File: src/rtl/sad_pkg.sv
package sad_pkg;
  // Strobes from control to datapath
  typedef struct packed {
    logic diffLoad;  // capture lane differences
    logic sumLoad;   // capture reduced sum
  } sad_ctrl_t;
endpackage

File: src/rtl/sad_absdiff.sv
module sad_absdiff #(
  parameter int LANE_W = 8
) (
  input  logic [LANE_W-1:0] a,
  input  logic [LANE_W-1:0] b,
  output logic [LANE_W-1:0] d
);
  // Larger minus smaller: unsigned, never negative
  always_comb begin
    if (a >= b) d = a - b;
    else        d = b - a;
  end
endmodule

File: src/rtl/sad_control.sv
module sad_control
  import sad_pkg::*;
#(
  parameter bit DIFF_REG = 1'b1
) (
  input  logic      clk,
  input  logic      rstN,
  input  logic      inValid,
  output sad_ctrl_t ctrl,
  output logic      outValid
);
  logic sumLoad;

  generate
    if (DIFF_REG) begin : g_twoStage
      logic stage1Vld;
      always_ff @(posedge clk or negedge rstN) begin
        if (!rstN) stage1Vld <= 1'b0;
        else       stage1Vld <= inValid;
      end
      assign sumLoad = stage1Vld;
    end else begin : g_oneStage
      assign sumLoad = inValid;
    end
  endgenerate

  always_comb begin
    ctrl.diffLoad = inValid;
    ctrl.sumLoad  = sumLoad;
  end

  always_ff @(posedge clk or negedge rstN) begin
    if (!rstN) outValid <= 1'b0;
    else       outValid <= sumLoad;
  end
endmodule

File: src/rtl/sad_datapath.sv
module sad_datapath
  import sad_pkg::*;
#(
  parameter int LANES    = 8,
  parameter int LANE_W   = 8,
  parameter int SUM_W    = 11,
  parameter bit DIFF_REG = 1'b1,
  localparam int WORD_W  = LANES * LANE_W
) (
  input  logic              clk,
  input  logic              rstN,
  input  sad_ctrl_t         ctrl,
  input  logic [WORD_W-1:0] opA,
  input  logic [WORD_W-1:0] opB,
  output logic [WORD_W-1:0] result
);
  logic [LANES-1:0][LANE_W-1:0] diffNow;
  logic [LANES-1:0][LANE_W-1:0] diffUse;

  generate
    for (genvar i = 0; i < LANES; i++) begin : g_lane
      sad_absdiff #(.LANE_W(LANE_W)) absdiff_i (
        .a(opA[i*LANE_W +: LANE_W]),
        .b(opB[i*LANE_W +: LANE_W]),
        .d(diffNow[i])
      );
    end

    if (DIFF_REG) begin : g_diffReg
      logic [LANES-1:0][LANE_W-1:0] diffQ;
      always_ff @(posedge clk or negedge rstN) begin
        if (!rstN)              diffQ <= '0;
        else if (ctrl.diffLoad) diffQ <= diffNow;
      end
      assign diffUse = diffQ;
    end else begin : g_diffWire
      assign diffUse = diffNow;
    end
  endgenerate

  // Heap-ordered adder tree: node 1 is the root, leaves at LANES..2*LANES-1
  logic [SUM_W-1:0] node [1:2*LANES-1];

  generate
    for (genvar i = 0; i < LANES; i++) begin : g_leaf
      assign node[LANES+i] = {{(SUM_W-LANE_W){1'b0}}, diffUse[i]};
    end
    for (genvar n = 1; n < LANES; n++) begin : g_add
      assign node[n] = node[2*n] + node[2*n+1];
    end
  endgenerate

  logic [SUM_W-1:0] sumQ;
  always_ff @(posedge clk or negedge rstN) begin
    if (!rstN)             sumQ <= '0;
    else if (ctrl.sumLoad) sumQ <= node[1];
  end

  assign result = {{(WORD_W-SUM_W){1'b0}}, sumQ};
endmodule

File: src/rtl/sad_unit.sv
module sad_unit
  import sad_pkg::*;
#(
  parameter int LANES    = 8,
  parameter int LANE_W   = 8,
  parameter bit DIFF_REG = 1'b1,
  localparam int WORD_W  = LANES * LANE_W,
  localparam int SUM_W   = $clog2(LANES * ((1 << LANE_W) - 1) + 1)
) (
  input  logic              clk,
  input  logic              rstN,
  input  logic              inValid,
  input  logic [WORD_W-1:0] opA,
  input  logic [WORD_W-1:0] opB,
  output logic              outValid,
  output logic [WORD_W-1:0] result
);
  sad_ctrl_t ctrl;

  sad_control #(.DIFF_REG(DIFF_REG)) control_i (
    .clk(clk), .rstN(rstN), .inValid(inValid),
    .ctrl(ctrl), .outValid(outValid)
  );

  sad_datapath #(
    .LANES(LANES), .LANE_W(LANE_W), .SUM_W(SUM_W), .DIFF_REG(DIFF_REG)
  ) datapath_i (
    .clk(clk), .rstN(rstN), .ctrl(ctrl),
    .opA(opA), .opB(opB), .result(result)
  );
endmodule

File: config.mk
export PLATFORM = sky130hd
export DESIGN_NAME = sad_unit
export DESIGN_NICKNAME = d
export VERILOG_FILES = /design/src/rtl/sad_pkg.sv /design/src/rtl/sad_absdiff.sv /design/src/rtl/sad_control.sv /design/src/rtl/sad_datapath.sv /design/src/rtl/sad_unit.sv
export SDC_FILE = /design/constraint.sdc
export NUM_CORES = 1
export LEC_CHECK = 0
export BUFFER_PORTS_ARGS = -buffer_cell sky130_fd_sc_hd__buf_2
export CAP_MARGIN = 20
export CORE_UTILIZATION = 50
export DETAILED_ROUTE_END_ITERATION = 6
export PLACE_DENSITY = 0.74
export SETUP_SLACK_MARGIN = 0.05
export SLEW_MARGIN = 20
export SYNTH_ARGS = -nofsm -noshare
export SYNTH_HDL_FRONTEND = slang
export SYNTH_SLANG_ARGS = --single-unit
export TNS_END_PERCENT = 50
File: constraint.sdc
create_clock -name clk -period 4.21 [get_ports clk]
set_input_delay 1.263 -clock clk [delete_from_list [all_inputs] [get_ports clk]]
set_output_delay 1.263 -clock clk [all_outputs]
set_load 0.02 [all_outputs]
After elaboration in Yosys (flattened, before gate mapping)

Index checks and enable logic that the tools add are counted.

Muxes and demuxes: 8
Order comparisons: 8
Add/subtract/negate cells: 23

Operators by type and width:

| operator         | number |
|---|---|
| $sub A8 B8 Y8    | 16 |
| $ge A8 B8 Y1     | 8 |
| $mux W8          | 8 |
| $add A8 B8 Y9    | 4 |
| $add A9 B9 Y10   | 2 |
| $add A10 B10 Y11 | 1 |

Register bits: 77
Bits of input ports: 131
Word-level logic and storage cells: 50

Longest topological paths before layout

Gate-level depths: netlist of run 1.

Word-level depth: 3
Gate-level depth with buffers: 15

Hierarchy

Synthesis of run 1 repeated with hierarchy kept, for this count alone.

Cell total of the unflattened synthesis: 1124
Area, all modules: 10451.3 um^2

By module, submodules not included:

| module                                           | area each (um^2) | instances | cells an instance | sequential area each (um^2) |
|---|---|---|---|---|
| sad_datapath                                     | 5157.4           | 1         | 470               | 1876.8 |
| sad_absdiff (datapath_i.g_lane[0].absdiff_i ...) | 651.9            | 7         | 81                | 0.0 |
| sad_absdiff (datapath_i.g_lane[2].absdiff_i)     | 665.6            | 1         | 83                | 0.0 |
| sad_control                                      | 65.1             | 1         | 4                 | 50.0 |

Worst setup path before layout of run 1

OpenSTA, ideal clock, no wires.

Kind: register -> register
Start point: register datapath_i.g_diffReg.diffQ (netlist bit datapath_i.diffUse[26])
End point: register datapath_i.sumQ[10]
Arrival time: 3901 ps
Period minus slack after synthesis: 4022 ps
Data required time: 4090 ps
Path slack: 188 ps
Stages on the path, launching flop included: 16
Path buffers: 0
Cell sequence: dfrtp_1 inv_1 fa_1 inv_1 fa_1 fa_1 inv_1 fa_1 inv_1 ha_1 fa_1 a21o_1 a21oi_1 o21a_1 o21bai_1 a31o_2

Cells in the longest elaborated chain, start to end: 3

RTL lines:

| element                | RTL line           | RTL |
|---|---|---|
| from (decl)            | sad_datapath.sv:30 | `logic [LANES-1:0][LANE_W-1:0] diffQ;` |
| from (signal assigned) | sad_datapath.sv:33 | `else if (ctrl.diffLoad) diffQ <= diffNow;` |
| $add A8 B8 Y9          | sad_datapath.sv:49 | `assign node[n] = node[2*n] + node[2*n+1];` |
| $add A9 B9 Y10         | sad_datapath.sv:49 |  |
| $add A10 B10 Y11       | sad_datapath.sv:49 |  |
| to (signal assigned)   | sad_datapath.sv:56 | `else if (ctrl.sumLoad) sumQ <= node[1];` |
| to (decl)              | sad_datapath.sv:53 | `logic [SUM_W-1:0] sumQ;` |

No other way between the ends.
A chain may end at the register's enable or synchronous reset.

Worst setup path after layout of run 1

Start point: register datapath_i.g_diffReg.diffQ (netlist bit datapath_i.diffUse[2])
End point: register datapath_i.sumQ[10]

The elaborated chain is that of the path after synthesis.

==> results of run 1 <==
==> cell families after synthesis <==
| group | share of synthesized area [%] |
|---|---|
| and+or+nand+nor | 19.4 |
| other | 0.0344 |
| buffers and inverters | 13.9 |
| AOI/OAI and AO/OA | 19.6 |
| DFF | 17.7 |
| xor gates and xnor gates | 0.241 |
| muxes | 2.47 |
| adders and majority gates | 26.6 |
==> registers in the layout, indices dropped and copies added, names as in the netlist <==
register / count
control_i.g_twoStage.stage1Vld: 1
datapath_i.sumQ: 11
datapath_i.diffUse: 64
control_i.outValid: 1
==> worst min path at each step <==
stage | slack (ns) | end | cells past startpoint | from
after floorplan | 0.35 | control_i.outValid | 0 | control_i.g_twoStage.stage1Vld
after global routing | 0.53 | datapath_i.diffUse[13] | 2 | datapath_i.diffUse[13]
after detailed placement | 0.49 | datapath_i.diffUse[23] | 1 | datapath_i.diffUse[23]
final | 0.50 | datapath_i.diffUse[23] | 1 | datapath_i.diffUse[23]
after global placement | 0.48 | datapath_i.diffUse[23] | 1 | datapath_i.diffUse[23]
after CTS | 0.50 | datapath_i.diffUse[23] | 1 | datapath_i.diffUse[23]
==> cell usage in the layout, fill, tap and decap left out, types with 7 or more instances in the layout <==
master,Yosys,routed
inv_1,230,227
buf_2,6,140
ha_1,131,130
a21oi_1,111,110
o21ai_0,98,98
dfrtp_1,77,77
nand2_1,62,62
fa_1,63,62
conb_1,1,53
nor2_1,45,45
nor3_1,39,39
nand3b_1,33,33
and2_1,33,33
or3_1,33,33
o211ai_1,33,33
and3_1,30,30
a21o_1,30,30
nand4_1,27,27
nand3_1,25,25
a211oi_1,24,23
nor4_1,12,12
o311a_1,12,12
nand4b_1,11,11
mux2i_1,10,10
o21bai_1,10,10
mux2_2,9,9
clkbuf_16,0,9
a31oi_1,7,7
buf_4,53,7
==> metrics by stage <==
stage                     setup TNS (ns)  hold WS (ns)  util (%)
final                                  0         0.497      56.3
after global routing                   0         0.529      56.3
after CTS                              0         0.503      56.1
after detailed placement          -0.243         0.489      54.5
after global placement                 0         0.479      54.5
after floorplan                        0         0.352         -
==> routing by layer <==
layer / GRT usage [%] / up-vias / routed length, µm
met3: 3.96 / 29 / 1410
met1: 31.4 / 4603 / 12000
met4: 4.39 / 0 / 282
met5: 0 / - / 0
li1: - / 4811 / -
met2: 38.1 / 255 / 11700
==> worst max-delay path, cell delays in order, from the launching register on <==
cell and delay (ns):
dfrtp_1 0.34, inv_2 0.04, fa_1 0.52, inv_1 0.06, fa_1 0.49, fa_1 0.49, inv_1 0.05, fa_1 0.49
inv_2 0.05, ha_4 0.16, fa_2 0.34, a21o_1 0.22, a21oi_4 0.18, o21a_1 0.17, o21bai_1 0.08, a31o_2 0.24
==> final cells by class <==
cell class	instances	area, µm²
flip-flops and latches	77	1930
clock buffers	13	270
multi-input cells	997	7700
clock inverters	3	42.5
inverters	230	863
fillers	2013	9270
repair buffers	150	805
well taps	275	344
==> power breakdown <==
part | total (mW) | internal, mW | switching, mW
sequential | 1.10 | 0.981 | 0.115
combinational | 6.78 | 3.13 | 3.66
clock | 0.813 | 0.507 | 0.307
==> timing repair <==
action | 4_1_cts | 5_1_grt
endpoints found under the setup margin | 4 | 4
pin swaps | 1 | 10
gates resized for setup | 4 | 7
buffers inserted | 0 | 1
==> impl_metrics.yaml, run 1 <==
run_status:
  status: "completed"
routing:
  vias: 9698
  route.detailed.wl_per_inst_um: 14.6
  detail-route-antenna-nets: 0
  drt_wl_total_um: 25400
  via_per_inst: 5.56
  drt_iter0_markers: 590
  first_pass_iters: 5
  drc: 0
grt:
  grt_max_degree: 128
  grt_pass1_vias: 9035
  grt_overflow: 0
  antenna_found_initial: 0
  grt_first_pass_wirelength_um: 42000
  groute.usage.overall_pct: 23.0
setup_path:
  endpoint: "datapath_i.sumQ[10]"
  end_kind: "flip-flop"
  cp-start-kind: "flip-flop"
  required_ns: 4.44
  r2r-start: "datapath_i.diffUse[2]"
  crit_start: "datapath_i.diffUse[2]"
  path_class: "reg2reg"
  r2r_slack_ns: 0.18
  cp_max_fo: 3
  cp.arrival_ns: 4.26
  rr_endpoint: "datapath_i.sumQ[10]"
  ff2ff_path_depth: 15
timing:
  finalWorstSetupSlack_ns: 0.185
  hold_viol_final: 0
  fmax_ghz: 0.248
  worst_slew_pin_slew_ns: 0.847
  rsz0062_at_grt: "true"
  setup_viol: 0
  skew_ns: 0.00617
  fin_crit_sh_pct: 95.6
  drv_slew: 0
  relSlewSlack_pct: 43.1
  post-route-min-period_ns: 4.03
place:
  place_inst: 1728
  place_area_um2: 11600
  pre_cts_slack_ns: -0.102
  gp_congestion: 0.894
  dp_hpwl_um: 20200
  numPortBuffers: 142
synth:
  ys_seq_elements: 77
  synthTopCellsByCount: "inv_1, ha_1, a21oi_1"
  synth_edf_count: 0
  synth_top_area_cell: "dfrtp_1"
  ys.flop_type: "dfrtp_1"
  syn_area_um2: 10900
  synth_area_leaders: "dfrtp_1, ha_1, fa_1"
  async_flop_share_pct: 100
  syn-mean-instance-area_um2: 7.95
  synth_most_common_cell: "inv_1"
  syn_inst: 1370
  synth.top_cell.area_share_pct: 17.7
  ys_types: 53
  yosysSeqAreaShare_pct: 17.7
  yosysWarningCount: 0
clock_network:
  hold_buffers: 0
  htreeDepth: 3
  clkTransAtPathRegs_ns: 0.06
  cts_tree: "yes"
  cts_buffers: 9
  cts_root_buffer: "clkbuf_16"
  clk-insertion-delay-late_ns: 0.34
  cts_buffer_depth: 2
  clock_sinks: 77
layout:
  instances_no_fill: 1745
  final_layout_size_suffix_gt1_share_pct: 12.6
  final_nets: 1790
  fin_area_um2: 11900
  diodes: 0
  syn_to_final_growth_pct: 9.63
power_and_ir_drop:
  cellLeakagePower_nw: 6.21
  pwr_density_cell_nw_per_um2: 728
  power_mw: 8.69
  ir_drop_v: 0.00132
floorplanning:
  dieHeight_um: 150
  die_x_um: 150
  core-area_um2: 21200
  die-area_um2: 22400
  start_util_pct: 51.4
  io_pins: 196
  num_rows: 53
job:
  max_cap_violations: 0
hold_path:
  worstHoldPathType: "reg2reg"
No activity file was read; power rests on OpenSTA's default activity.
==> inputs of run 2 (changes only) <==
Settings changed: CELL_PAD_IN_SITES_DETAIL_PLACEMENT set to 1, CELL_PAD_IN_SITES_GLOBAL_PLACEMENT set to 1, CORE_UTILIZATION 50 to 39, PLACE_DENSITY 0.74 to 0.77.
==> run 2 against run 1 <==
  * Fmax fell by 2.0%
  * Die area is 28% higher
  * Via count grew 2.1%
  * Register-to-register slack worse by 0.08 ns
  * Sequential power hardly changed
==> impl_metrics.yaml, run 2 (synthesized netlist as in run 1, its figures left out) <==
setup_path:
  end_kind: "flip-flop"
  cp-start-kind: "flip-flop"
  r2r_slack_ns: 0.10
  path_class: "reg2reg"
  required_ns: 4.44
  rr_endpoint: "datapath_i.sumQ[6]"
  cp.arrival_ns: 4.33
  cp_max_fo: 3
  r2r-start: "datapath_i.diffUse[34]"
  ff2ff_path_depth: 15
timing:
  rsz0062_at_grt: "true"
  fin_crit_sh_pct: 97.6
  fmax_ghz: 0.243
  post-route-min-period_ns: 4.11
  drv_slew: 0
  hold_viol_final: 0
  fin_tns_setup_ns: 0
  skew_ns: 0.00704
  worst_slew_pin_slew_ns: 0.850
  setup_viol: 0
  finalWorstSetupSlack_ns: 0.102
  relSlewSlack_pct: 42.9
floorplanning:
  core-area_um2: 27200
  die_x_um: 169
  io_pins: 196
  dieHeight_um: 169
  num_rows: 60
  start_util_pct: 40.1
  die-area_um2: 28600
hold_path:
  hold_path_end: "datapath_i.diffUse[23]"
  worst_hold_startpoint: "datapath_i.diffUse[23]"
  worstHoldPathType: "reg2reg"
  hold_depth: 1
routing:
  detail-route-antenna-nets: 0
  drt_wl_total_um: 30800
  drt_iter0_markers: 535
  first_pass_iters: 5
  vias: 9900
  drc: 0
  route.detailed.wl_per_inst_um: 16.7
  via_per_inst: 5.37
power_and_ir_drop:
  p_comb_share_pct: 78.3
  pwr_density_cell_nw_per_um2: 754
  switchingPower_mw: 4.33
  p_seq_share_pct: 12.1
  power_mw: 9.12
  cellLeakagePower_nw: 6.22
  p_sw_share_pct: 47.5
  p_clk_share_pct: 9.6
  ir_drop_v: 0.00110
  p_int_mw: 4.79
clock_network:
  hold_buffers: 0
  clkTransAtPathRegs_ns: 0.06
  cts_buffer_depth: 2
  cts_root_buffer: "clkbuf_16"
  clock_sinks: 77
  clk-insertion-delay-late_ns: 0.34
  cts_tree: "yes"
  cts_buffers: 9
  htreeDepth: 3
layout:
  diodes: 0
  final_nets: 1793
  fillers: 3406
  largest_reg_flops: 64
  fin_area_um2: 12100
  syn_to_final_growth_pct: 11.0
  final_common_cell: "inv_1"
  final_layout_size_suffix_gt1_share_pct: 12.9
  fin_util_pct: 44.5
  most-common-layout-cells: "inv_1, buf_2, ha_1"
grt:
  grt_pass1_vias: 10100
  antenna_found_initial: 0
  grt_overflow: 0
  grt_use_met3_pct: 2.78
  groute.usage.overall_pct: 21.6
  top_usage_layer: "met2"
  grtUsageMet2_pct: 37.7
  met1_usage_pct: 28.9
  grt_first_pass_wirelength_um: 50200
  grt_max_degree: 78
run_status:
  status: "completed"
place:
  gp_congestion: 0.840
  pre_cts_slack_ns: -0.135
  numPortBuffers: 142
  dp_hpwl_um: 24800
  place_area_um2: 11700
job:
  max_cap_violations: 0
[run 2: changes by cell type in the layout (fill, tap and decap cells not counted), sizes merged]
cell / before / now
buf: 150 / 153
bufinv: 1 / 2
clkinv: 1 / 0
clkbuf: 13 / 11
clkinvlp: 1 / 3
[run 2: power groups by stage]
stage | clock network, mW | logic [mW] | registers (mW)
after floorplan | 0 | 4.49 | 1.13
after detailed placement | 0 | 6.37 | 1.12
after CTS | 0.887 | 6.67 | 1.11
after global placement | 0 | 5.86 | 1.11
final | 0.874 | 7.14 | 1.11
after global routing | 0.914 | 7.89 | 1.13
[run 2: metrics by stage]
| step | hold slack [ns] | cells |
|---|---|---|
| after CTS | 0.502 | 1843 |
| final | 0.495 | 1845 |
| after floorplan | 0.352 | 1422 |
| after detailed placement | 0.485 | 1827 |
| after global routing | 0.523 | 1845 |
| after global placement | 0.482 | 1827 |
[run 2: area by class of cell]
class / instances / area (µm²) / share of cell area (%)
Multi-Input combinational cell: 997 / 7690 / 63.6
Sequential cell: 77 / 1930 / 15.9
Inverter: 230 / 863 / 7.14
Timing Repair Buffer: 153 / 815 / 6.73
Tap cell: 372 / 465 / 3.85
Clock buffer: 11 / 253 / 2.09
Clock inverter: 5 / 82.6 / 0.683
[run 2: critical path, stage by stage (launching register included)]
cell and delay [ns]:
dfrtp_1 0.33, inv_1 0.08, fa_1 0.53, inv_2 0.05, fa_1 0.48, fa_1 0.51
inv_1 0.06, fa_1 0.52, inv_2 0.07, ha_4 0.17, fa_2 0.37, a21o_1 0.17
a21oi_2 0.19, buf_4 0.14, xnor2_1 0.06, mux2_4 0.27
[run 2: routing by layer]
metal	up-vias	wire [µm]
met5	-	0
met4	0	279
met3	17	1170
met2	171	15100
met1	4909	14200
li1	4803	-
[run 2: what timing repair did]
action / in CTS / in global routing
setup buffers: 0 / 2
resized for setup: 6 / 6
endpoints found under the setup margin: 4 / 4
hold endpoints to repair: 0 / 0
pin swaps: 1 / 5
[run 2: worst max-delay path by stage]
stage,from,endpoint,slack [ns],cells past startpoint
2_1_floorplan,datapath_i.diffUse[26],datapath_i.sumQ[10],0.19,15
3_3_place_gp,datapath_i.diffUse[26],datapath_i.sumQ[10],0.04,15
3_5_place_dp,datapath_i.diffUse[26],datapath_i.sumQ[6],-0.13,15
4_1_cts,datapath_i.diffUse[27],datapath_i.sumQ[9],0.08,15
5_1_grt,datapath_i.diffUse[42],datapath_i.sumQ[10],-0.03,15
6_report,datapath_i.diffUse[34],datapath_i.sumQ[6],0.10,15
